`src/rtl/cd_timer.sv`:
```
`timescale 1ns/1ps
module cd_timer #(
  parameter int PRESCALE = 25
) (
  input  logic        clk,
  input  logic        rst_n,
  input  logic        wr_en,
  input  logic        rd_en,
  input  logic [1:0]  addr,
  input  logic [15:0] wdata,
  output logic [15:0] rdata,
  output logic        tmr_done
);
  localparam int PW = (PRESCALE > 1) ? $clog2(PRESCALE) : 1;
  localparam logic [PW-1:0] PMAX = PW'(PRESCALE - 1);

  logic          stopped;
  logic [31:0]   count;
  logic [15:0]   hi_snap;
  logic [PW-1:0] pre;

  wire cmd_wr = wr_en && addr == 2'd0;
  wire lo_wr  = wr_en && addr == 2'd1;
  wire hi_wr  = wr_en && addr == 2'd2;
  wire st_wr  = wr_en && addr == 2'd3;
  wire go     = cmd_wr && wdata[5];
  wire halt   = cmd_wr && wdata[4] && !wdata[5];
  wire tick   = !stopped && pre == PMAX;
  wire load   = lo_wr || hi_wr;
  wire under  = tick && !load && count == 32'd0;

  always_ff @(posedge clk) begin
    if (!rst_n)     stopped <= 1'b1;
    else if (go)    stopped <= 1'b0;
    else if (halt)  stopped <= 1'b1;
  end

  always_ff @(posedge clk) begin
    if (!rst_n || go || load || stopped || tick) pre <= '0;
    else                                         pre <= pre + 1'b1;
  end

  always_ff @(posedge clk) begin
    if (!rst_n) count <= '0;
    else if (load) begin
      if (lo_wr) count[15:0]  <= wdata;
      if (hi_wr) count[31:16] <= wdata;
    end else if (tick) count <= count - 32'd1;
  end

  always_ff @(posedge clk) begin
    if (!rst_n)                 tmr_done <= 1'b0;
    else if (under)             tmr_done <= 1'b1;
    else if (st_wr && wdata[7]) tmr_done <= 1'b0;
  end

  always_ff @(posedge clk) begin
    if (!rst_n)                     hi_snap <= '0;
    else if (rd_en && addr == 2'd1) hi_snap <= count[31:16];
  end

  always_comb begin
    case (addr)
      2'd0:    rdata = {10'd0, !stopped, stopped, 4'd0};
      2'd1:    rdata = count[15:0];
      2'd2:    rdata = hi_snap;
      default: rdata = {8'd0, tmr_done, 7'd0};
    endcase
  end
endmodule

```
`config.mk`:
```
export PLATFORM = sky130hd
export DESIGN_NAME = cd_timer
export DESIGN_NICKNAME = d
export VERILOG_FILES = /design/src/rtl/cd_timer.sv
export SDC_FILE = /design/constraint.sdc
export NUM_CORES = 1
export LEC_CHECK = 0
export ABC_AREA = 1
export ABC_CLOCK_PERIOD_IN_PS = 1800
export BUFFER_PORTS_ARGS = -buffer_cell sky130_fd_sc_hd__buf_2
export CORE_MARGIN = 4
export CORE_UTILIZATION = 55
export CTS_BUF_LIST = sky130_fd_sc_hd__clkbuf_4
export DETAILED_ROUTE_END_ITERATION = 10
export PLACE_DENSITY = 0.76
export SLEW_MARGIN = 20
export SYNTH_ARGS = -nofsm -noshare
export SYNTH_HDL_FRONTEND = slang
export SYNTH_SLANG_ARGS = --single-unit
```
`constraint.sdc`:
```
create_clock -name clk -period 1.8 [get_ports clk]
set_input_delay 0.36 -clock clk [delete_from_list [all_inputs] [get_ports clk]]
set_output_delay 0.36 -clock clk [all_outputs]
set_load 0.005 [all_outputs]
```
==> flow_summary.ini <==
[global_routing]
grt_max_degree = 34
grtUsageTotal = 0.2640
grt_overflow = 0
grt_pass1_wl_um = 15550
antenna_found_initial = 0
grt_pass1_vias = 3242

[worst_setup_path]
worstSetupPathType = input pin to output pin
rr_startpoint = count[0]
startpoint_type = input pin
cp.required_ns = 1.44
arrival_ns = 1.34
crit_path_end_kind = output pin
crit_start = addr[0]
worstPathMaxFanout = 15

[sta]
post-route-min-period_ns = 1.696
setup_violations = 0
fin_setup_tns_ns = 0
setup_ws_ns = 0.1040
hold_viol_final = 0
min_period_over_period = 0.9422
timing.fmax_mhz = 589.6
fin_worst_skew_ns = 0.01788
drv_slew = 0
worst_pin_slew_ns = 0.4891
holdWs_ns = 0.2261
relSlewSlack = 0.6736
rsz0062_at_grt = false

[finish]
fillerInstances = 558
drive_above_1_share = 0.1254
final_nets = 598
final_common_cell = nand2_1
final_cell_mix = 99 x nand2_1, 90 x nor2_1, 62 x inv_1, 58 x o21ai_0, 57 x a21oi_1
ff_latch_area_um2 = 1101
antenna_cells = 0
multi_input_comb_area_um2 = 1891
areaGrowthSynthToFinish_pct = 12.00
fin_util = 0.6331

[synth]
synth-compound-area-share = 0.2343
synth-simple-area-share = 0.2975
synthesis.nets = 560
synth_top_family_by_area = simple AND/OR/NAND/NOR gates
ys_seq_area_frac = 0.3310
synth_edf_count = 0
synth.area.top_cells = dfxtp_1 33%, nand2_1 11%, nor2_1 10%
postSynthCellCount = 535
ys.warnings.count = 0
async_reset_ff_frac = 0
syn_area_um2 = 3327
synth-xor-area-share = 0.02369
synth.ff_latch_count = 55
synth_top_cell_area_share = 0.3310
ys.flop_type = dfxtp_1
synth.largest_area_cell = dfxtp_1
synthMuxAreaShare = 0
yosys.area_share.adder = 0.01128
synth_cell_types = 32
synth_area_per_cell_um2 = 6.219

[pwr]
p_leak_nw = 1.718
pwr-share-seq = 0.469
swShare = 0.3538
p_comb_frac = 0.276
power_density_nw_per_um2 = 764.3
ir_worst_vdd_mv = 0.3634
p_int_mw = 1.840
p_sw_mw = 1.008
p_clk_frac = 0.255

[clock_network]
clk_pin_slew_ns = 0.16
cts_tree = built
cts_sinks = 55
cts.path.max_buffers = 2
cts.root.buffer_cell = clkbuf_4
clk_latency_ns = 0.41
h-tree-depth = 2
numCtsBuffers = 5

[floorplan]
initial_core_util = 0.5653
io_pins = 39
dieWidth_um = 85.78
die-area_um2 = 7357
core_um2 = 5886
rows = 28
dieHeight_um = 85.78

[place]
place_ws_ns = 0.1199
io_buffer_count = 38
gp_congestion = 0.9720
place_hpwl_um = 7101

[drt]
num_vias = 3654
wirelength_um = 9518
viasPerCell = 5.630
route.detailed.drc = 0
first_pass_iters = 5
antenna_left = 0
post_drt_wl_per_cell_um = 14.67
drt_iter0_markers = 286

[min_path]
worstHoldPathType = input pin to register
hold_start = wdata[8]

[outcome]
outcome = finished clean

[run]
maxCapViolCount = 0
area by class of cell:
cell class,count,area share
Clock buffer,5,0.01007
Clock inverter,3,0.01142
Inverter,67,0.06850
Multi-Input combinational cell,394,0.5074
Sequential cell,55,0.2955
Tap cell,75,0.02518
Timing Repair Buffer,50,0.08193
per-layer routing:
metal  part of all wire  track usage  vias to the layer above  routed length [um]
li1                   -            -                     1823                   -
met1               0.45       0.3728                     1644                4291
met2               0.45       0.4153                      174                4237
met3              0.085      0.02978                       13                 808
met4              0.019      0.09640                        0                 181
met5                  0            0                        -                   0
worst max-delay path, stage by stage:
cell and delay [ns]:
buf_2 0.14, inv_2 0.08, nor2_4 0.05, inv_1 0.37, o221ai_1 0.18, buf_2 0.16
worst paths after layout:
check                                   end  slack, ns  cells after the start
worst max-delay path               rdata[5]       0.10                      6
worst min-delay path               count[8]       0.23                      3
worst max register to register    count[24]       0.18                      9
worst min register to register  hi_snap[15]       0.46                      2
per-stage QoR:
| step | instances | total power [mW] | cell area (um^2) |
|---|---|---|---|
| 2_1_floorplan | 535 | 1.897 | 3327 |
| 3_3_place_gp | 641 | 2.117 | 3641 |
| 3_5_place_dp | 641 | 2.130 | 3641 |
| 4_1_cts | 649 | 2.831 | 3721 |
| 5_1_grt | 649 | 2.999 | 3726 |
| 6_report | 649 | 2.848 | 3726 |
kinds of logic (layout without fill, tap and decap cells):
| group | after synthesis | after routing |
|---|---|---|
| XOR/XNOR | 9 | 9 |
| buffers and inverters | 86 | 125 |
| flip-flops | 55 | 55 |
| AND/OR/NAND/NOR | 236 | 236 |
| adder cells (fa/ha/maj) | 3 | 3 |
| AO/OA/AOI/OAI | 146 | 146 |
flip-flops by register name (all words and copies together), names as in the netlist:
name,count
hi_snap,16
count,32
stopped,1
pre,5
tmr_done,1
Yosys cell counts (2+ instances only):
cell,number
xor2_1,7
o21ai_0,58
nand3_1,28
nor2_1,91
o22ai_1,14
nand2_1,99
o21ai_1,3
inv_2,2
nand2_2,3
buf_2,4
nor3_1,2
a21oi_1,57
inv_1,62
dfxtp_1,55
xnor2_1,2
buf_1,2
o221ai_1,3
a31oi_1,6
o21bai_1,5
nor2_4,2
ha_1,3
nand2_4,3
clkbuf_1,11
nand4_1,5
power by group through the flow:
| stage | clock [mW] | sequential [mW] | combinational [mW] |
|---|---|---|---|
| final | 0.725 | 1.34 | 0.785 |
| after global routing | 0.765 | 1.34 | 0.889 |
| after CTS | 0.724 | 1.33 | 0.773 |
| after detailed placement | 0 | 1.36 | 0.770 |
| after global placement | 0 | 1.36 | 0.758 |
| after floorplan | 0 | 1.34 | 0.560 |
timing repair:
item	4_1_cts	5_1_grt
setup endpoints to repair	0	5
gates resized for setup	0	2
hold buffers	0	0
buffers inserted	0	0
No activity file was read; power rests on OpenSTA's default activity.
